`src/rtl/step_gate_pkg.sv`:
```
package step_gate_pkg;
   // Flow state of the controller: running freely or holding for the user.
   typedef enum logic {
      SG_RUN  = 1'b0,
      SG_HOLD = 1'b1
   } sg_state_e;
endpackage

```
`src/rtl/sg_button_edges.sv`:
```
module sg_button_edges #(
   parameter int BTN_ACTIVE_HIGH = 1
) (
   input  logic clk,
   input  logic rst,
   input  logic btn_i,
   output logic press_o,
   output logic release_o
);
   logic pressed_now;
   logic pressed_q;

   // Polarity variant: normalise to "pressed = 1".
   generate
      if (BTN_ACTIVE_HIGH != 0) begin : g_active_high
         assign pressed_now = btn_i;
      end else begin : g_active_low
         assign pressed_now = ~btn_i;
      end
   endgenerate

   always_ff @(posedge clk) begin
      if (rst) pressed_q <= 1'b0;
      else     pressed_q <= pressed_now;
   end

   assign press_o   =  pressed_now & ~pressed_q;
   assign release_o = ~pressed_now &  pressed_q;
endmodule

```
`src/rtl/sg_flow_fsm.sv`:
```
module sg_flow_fsm
   import step_gate_pkg::*;
(
   input  logic clk,
   input  logic rst,
   input  logic fetch_rdy_i,
   input  logic wait_flag_i,
   input  logic press_i,
   input  logic release_i,
   output logic accept_o,
   output logic take_bus_o,
   output logic take_pend_o,
   output logic capture_o,
   output logic waiting_o
);
   sg_state_e state_q;
   logic      armed_q;

   always_comb begin
      capture_o   = (state_q == SG_RUN)  & fetch_rdy_i &  wait_flag_i;
      take_bus_o  = (state_q == SG_RUN)  & fetch_rdy_i & ~wait_flag_i;
      take_pend_o = (state_q == SG_HOLD) & armed_q & release_i;
      accept_o    = take_bus_o | take_pend_o;
      waiting_o   = (state_q == SG_HOLD);
   end

   always_ff @(posedge clk) begin
      if (rst) begin
         state_q <= SG_RUN;
      end else if (capture_o) begin
         state_q <= SG_HOLD;
      end else if (take_pend_o) begin
         state_q <= SG_RUN;
      end
   end

   // A press counts only when it begins inside the hold window.
   always_ff @(posedge clk) begin
      if (rst) begin
         armed_q <= 1'b0;
      end else if ((state_q != SG_HOLD) || take_pend_o) begin
         armed_q <= 1'b0;
      end else if (press_i) begin
         armed_q <= 1'b1;
      end
   end
endmodule

```
`src/rtl/sg_instr_hold.sv`:
```
module sg_instr_hold #(
   parameter int OP_W  = 4,
   parameter int ARG_W = 8
) (
   input  logic             clk,
   input  logic             rst,
   input  logic [OP_W-1:0]  op_i,
   input  logic [ARG_W-1:0] arg_i,
   input  logic             capture_i,
   input  logic             take_bus_i,
   input  logic             take_pend_i,
   output logic [OP_W-1:0]  op_o,
   output logic [ARG_W-1:0] arg_o
);
   logic [OP_W-1:0]  pend_op_q;
   logic [ARG_W-1:0] pend_arg_q;

   always_ff @(posedge clk) begin
      if (rst) begin
         pend_op_q  <= '0;
         pend_arg_q <= '0;
      end else if (capture_i) begin
         pend_op_q  <= op_i;
         pend_arg_q <= arg_i;
      end
   end

   always_ff @(posedge clk) begin
      if (rst) begin
         op_o  <= '0;
         arg_o <= '0;
      end else if (take_bus_i) begin
         op_o  <= op_i;
         arg_o <= arg_i;
      end else if (take_pend_i) begin
         op_o  <= pend_op_q;
         arg_o <= pend_arg_q;
      end
   end
endmodule

```
`src/rtl/sg_pc_strobe.sv`:
```
module sg_pc_strobe (
   input  logic clk,
   input  logic rst,
   input  logic pc_ld_i,
   input  logic pc_inc_i,
   input  logic pc_en_i,
   output logic pc_new_o
);
   always_ff @(posedge clk) begin
      if (rst) pc_new_o <= 1'b0;
      else     pc_new_o <= (pc_ld_i | pc_inc_i) & pc_en_i;
   end
endmodule

```
`src/rtl/step_gate.sv`:
```
module step_gate #(
   parameter int OP_W            = 4,
   parameter int ARG_W           = 8,
   parameter int BTN_ACTIVE_HIGH = 1,
   localparam int BODY_W   = OP_W + ARG_W,
   localparam int WORD_W   = BODY_W + 1,
   localparam int FLAG_BIT = BODY_W
) (
   input  logic              clk,
   input  logic              rst,
   input  logic [WORD_W-1:0] fetch_word,
   input  logic              fetch_rdy,
   input  logic              btn,
   input  logic              pc_ld,
   input  logic              pc_inc,
   output logic [OP_W-1:0]   dec_op,
   output logic [ARG_W-1:0]  dec_arg,
   output logic              pc_en,
   output logic              fetch_ack,
   output logic              pc_new
);
   generate
      if (OP_W < 1 || ARG_W < 1) begin : g_bad_width
         $error("step_gate: OP_W and ARG_W must be at least 1");
      end
      if (BTN_ACTIVE_HIGH != 0 && BTN_ACTIVE_HIGH != 1) begin : g_bad_pol
         $error("step_gate: BTN_ACTIVE_HIGH must be 0 or 1");
      end
   endgenerate

   logic press_w, release_w;
   logic accept_w, take_bus_w, take_pend_w, capture_w, waiting_w;

   sg_button_edges #(.BTN_ACTIVE_HIGH(BTN_ACTIVE_HIGH)) u_edges (
      .clk       (clk),
      .rst       (rst),
      .btn_i     (btn),
      .press_o   (press_w),
      .release_o (release_w)
   );

   sg_flow_fsm u_fsm (
      .clk         (clk),
      .rst         (rst),
      .fetch_rdy_i (fetch_rdy),
      .wait_flag_i (fetch_word[FLAG_BIT]),
      .press_i     (press_w),
      .release_i   (release_w),
      .accept_o    (accept_w),
      .take_bus_o  (take_bus_w),
      .take_pend_o (take_pend_w),
      .capture_o   (capture_w),
      .waiting_o   (waiting_w)
   );

   sg_instr_hold #(.OP_W(OP_W), .ARG_W(ARG_W)) u_hold (
      .clk         (clk),
      .rst         (rst),
      .op_i        (fetch_word[BODY_W-1:ARG_W]),
      .arg_i       (fetch_word[ARG_W-1:0]),
      .capture_i   (capture_w),
      .take_bus_i  (take_bus_w),
      .take_pend_i (take_pend_w),
      .op_o        (dec_op),
      .arg_o       (dec_arg)
   );

   assign pc_en     = accept_w;
   assign fetch_ack = accept_w;

   sg_pc_strobe u_strobe (
      .clk      (clk),
      .rst      (rst),
      .pc_ld_i  (pc_ld),
      .pc_inc_i (pc_inc),
      .pc_en_i  (pc_en),
      .pc_new_o (pc_new)
   );
endmodule

```
`config.mk`:
```
export PLATFORM = sky130hd
export DESIGN_NAME = step_gate
export DESIGN_NICKNAME = d
export VERILOG_FILES = /design/src/rtl/step_gate_pkg.sv /design/src/rtl/sg_button_edges.sv /design/src/rtl/sg_flow_fsm.sv /design/src/rtl/sg_instr_hold.sv /design/src/rtl/sg_pc_strobe.sv /design/src/rtl/step_gate.sv
export SDC_FILE = /design/constraint.sdc
export NUM_CORES = 1
export LEC_CHECK = 0
export CORE_ASPECT_RATIO = 1.5
export CORE_MARGIN = 2
export CORE_UTILIZATION = 30
export CTS_BUF_LIST = sky130_fd_sc_hd__clkbuf_4 sky130_fd_sc_hd__clkbuf_8
export CTS_CLUSTER_SIZE = 10
export DETAILED_ROUTE_END_ITERATION = 7
export PLACE_DENSITY = 0.64
export SYNTH_ARGS = -nofsm -noshare
export SYNTH_HDL_FRONTEND = slang
export SYNTH_HIERARCHICAL = 1
export SYNTH_SLANG_ARGS = --single-unit
```
`constraint.sdc`:
```
create_clock -name clk -period 2.5 [get_ports clk]
set_input_delay 0.75 -clock clk [delete_from_list [all_inputs] [get_ports clk]]
set_output_delay 0.75 -clock clk [all_outputs]
set_load 0.02 [all_outputs]
```
==> flow_summary.json, run 1 <==
{
  "vias": 924,
  "grtUsageMet3_pct": 1.49,
  "use_met1_pct": 13.9,
  "design_area_sq_um": 1620,
  "ir_worst_vdd_mv": 0.281,
  "fillers": 380,
  "layout_setup_ws_ps": 106,
  "ys_warn_count": 6,
  "post_cts.repair.setup_buffers": 0,
  "syn-num-nets": 131,
  "antenna_found_initial": 0,
  "grt_max_degree": 20,
  "dieArea_sq_um": 4440,
  "maxCapViolCount": 0,
  "ant_nets": 0,
  "htree_levels": 1,
  "top_usage_layer": "met2",
  "crit_required_ps": 1750,
  "pre_cts_slack_ps": -588,
  "drt_first_iter_violations": 2,
  "min_to": "u_fsm/armed_q",
  "path_clk_slew_ps": 90,
  "end_kind": "primary output",
  "drive_gt1_share_pct": 12.9,
  "die_y_um": 80.6,
  "place_hpwl_um": 1970,
  "setup_violations": 0,
  "clock_latency_ps": 270,
  "cts_buffers": 3,
  "fmax_mhz": 418,
  "fin_crit_sh_pct": 95.7,
  "use_met2_pct": 24.6,
  "root_buffer": "clkbuf_8",
  "synth_edf_count": 0,
  "hold_path.class": "flop to flop",
  "tightest_slew_ps": 521,
  "numPortBuffers": 33,
  "wirelength_um": 2690,
  "first_pass_iters": 3,
  "clk_path_buf_depth": 2,
  "area_growth_pct": 37.6,
  "finalClockSkew_ps": 1.14,
  "netlist_area_sq_um": 1170,
  "ys_top_cells_by_count": "28 x dfxtp_1, 24 x mux2i_1, 15 x nor2_1, 15 x nor2b_1, 12 x a211oi_1",
  "crit_type": "input port to primary output",
  "ys_ff_latch": 28,
  "placementRows": 27,
  "die_x_um": 55.1,
  "synth_seq_area_share_pct": 47.8,
  "async_flop_share_pct": 0,
  "postSynthAreaPerCell_sq_um": 10.5,
  "drcViolationCount": 0,
  "synth.most_common_cell": "dfxtp_1",
  "power-per-cell-area_nw_per_um2": 555,
  "start_util_pct": 31.6,
  "yosysTopAreaCell": "dfxtp_1",
  "syn_inst": 112,
  "nNetsFinal": 168,
  "min_period_ps": 2390,
  "n_antenna_cell": 0,
  "timing.final.hold_violations": 0,
  "grt_pass1_vias": 961,
  "netlist-cell-type-count": 18,
  "r2r_setup_slack_ps": 880,
  "status": "completed",
  "worstRegToRegCells": 5,
  "grt_pass1_wl_um": 4290,
  "hp-start": "u_fsm/waiting_o",
  "p_leak_nw": 0.577,
  "cp_max_fo": 3,
  "ys.flop_type": "dfxtp_1",
  "r2r-start": "u_fsm/waiting_o",
  "worstSetupStartpointType": "input port",
  "core_sq_um": 3720,
  "synthDominantCellAreaShare_pct": 47.8,
  "vias_per_cell": 4.86,
  "tritoncts": "yes",
  "grt.overflow.total": 0,
  "maxSlewViolCount": 0,
  "power_w": 0.000896,
  "place_area_sq_um": 1570,
  "synthTopCellsByArea": "dfxtp_1 48%, mux2i_1 20%, nor2b_1 8.0%",
  "top_level_ports": 34,
  "arrival_ps": 1640,
  "grt_usage_pct": 13.3,
  "relSlewSlack_pct": 65.1,
  "rsz0062_at_grt": "false",
  "cts_num_sinks": 28,
  "gp_congestion": 0.752,
  "r2r_end": "u_hold/arg_o[4]",
  "wl_per_cell_um": 14.1,
  "hold_depth": 2
}
==> placed cells by master (no fill, tap or decap), drive strengths merged, types with 2 or more instances in the layout <==
| cell | count |
|---|---|
| and3 | 2 |
| dfxtp | 28 |
| mux2i | 24 |
| clkbuf | 3 |
| nor2b | 15 |
| buf | 8 |
| a211oi | 12 |
| inv | 2 |
| nor2 | 15 |
| clkdlybuf4s50 | 30 |
| nand2b | 2 |
==> sequential cells by signal, indices dropped and copies added (netlist names) <==
name	cells
u_hold/arg_o	8
u_hold/op_o	4
u_strobe/pc_new_o	1
u_edges/pressed_q	1
u_fsm/waiting_o	1
u_fsm/armed_q	1
u_hold/pend_arg_q	8
u_hold/pend_op_q	4
==> metal layers <==
| layer | up-vias | part of all wire, % |
|---|---|---|
| met5 | - | 0 |
| met4 | 0 | 1.8 |
| met3 | 4 | 4.0 |
| met2 | 21 | 52 |
| met1 | 442 | 42 |
| li1 | 457 | - |
==> area by class of cell <==
cell class	count	area, sq um	area share (%)
well taps	43	53.8	3.33
multi-input cells	75	571	35.3
repair buffers	39	382	23.6
flip-flops and latches	28	561	34.7
clock buffers	3	41.3	2.56
inverters	2	7.51	0.465
==> critical path, stage by stage <==
cell and delay, ps:
clkdlybuf4s50_1 480, nand2b_1 90, o21bai_2 150, buf_4 160
==> kinds of logic (layout without fill, tap and decap cells) <==
group,count (synthesis),in the layout,share of synthesized area [%]
buffers and inverters,9,44,4.16
AO/OA/AOI/OAI,14,14,9.70
AND/OR/NAND/NOR,37,37,17.9
flip-flops,28,28,47.8
multiplexers,24,24,20.5
==> per-stage QoR <==
step | setup TNS [ps] | utilization, % | instances | hold slack, ps
6_report | 0 | 43.5 | 190 | 493
5_1_grt | 0 | 43.5 | 190 | 516
4_1_cts | 0 | 43.5 | 190 | 491
3_5_place_dp | -1180 | 42.4 | 187 | 474
3_3_place_gp | -1040 | 42.4 | 187 | 471
2_1_floorplan | 0 | - | 112 | 453
==> repair_timing <==
item,in CTS,in global routing
resized for setup,13,0
setup endpoints to repair,2,0
hold buffers,0,0
==> report_power, final <==
part | internal (W) | leakage [nW] | total, W | switching, W
registers | 0.000473 | 0.230 | 0.000488 | 0.0000149
clock network | 0.000108 | 0.0216 | 0.000235 | 0.000127
logic | 0.0000930 | 0.326 | 0.000173 | 0.0000799
==> how the worst max path moves through the flow <==
stage,from,to,slack [ps],depth (start not counted)
after floorplan,btn,pc_en,130,4
after global placement,btn,pc_en,-520,5
after detailed placement,btn,pc_en,-590,5
after CTS,fetch_rdy,pc_en,90,4
after global routing,fetch_rdy,fetch_ack,60,4
final,fetch_rdy,pc_en,110,4
Note: power is estimated with default switching activity, not from simulation.
==> inputs of run 2 (changes only) <==
--- a/config.mk
+++ b/config.mk
@@ -11,6 +11,7 @@
 export CTS_BUF_LIST = sky130_fd_sc_hd__clkbuf_4 sky130_fd_sc_hd__clkbuf_8
 export CTS_CLUSTER_SIZE = 10
 export DETAILED_ROUTE_END_ITERATION = 7
+export GPL_TIMING_DRIVEN = 1
 export PLACE_DENSITY = 0.64
 export SYNTH_ARGS = -nofsm -noshare
 export SYNTH_HDL_FRONTEND = slang
==> results of run 2 <==
Final layout, timing and power as in run 1 (identical DEF).
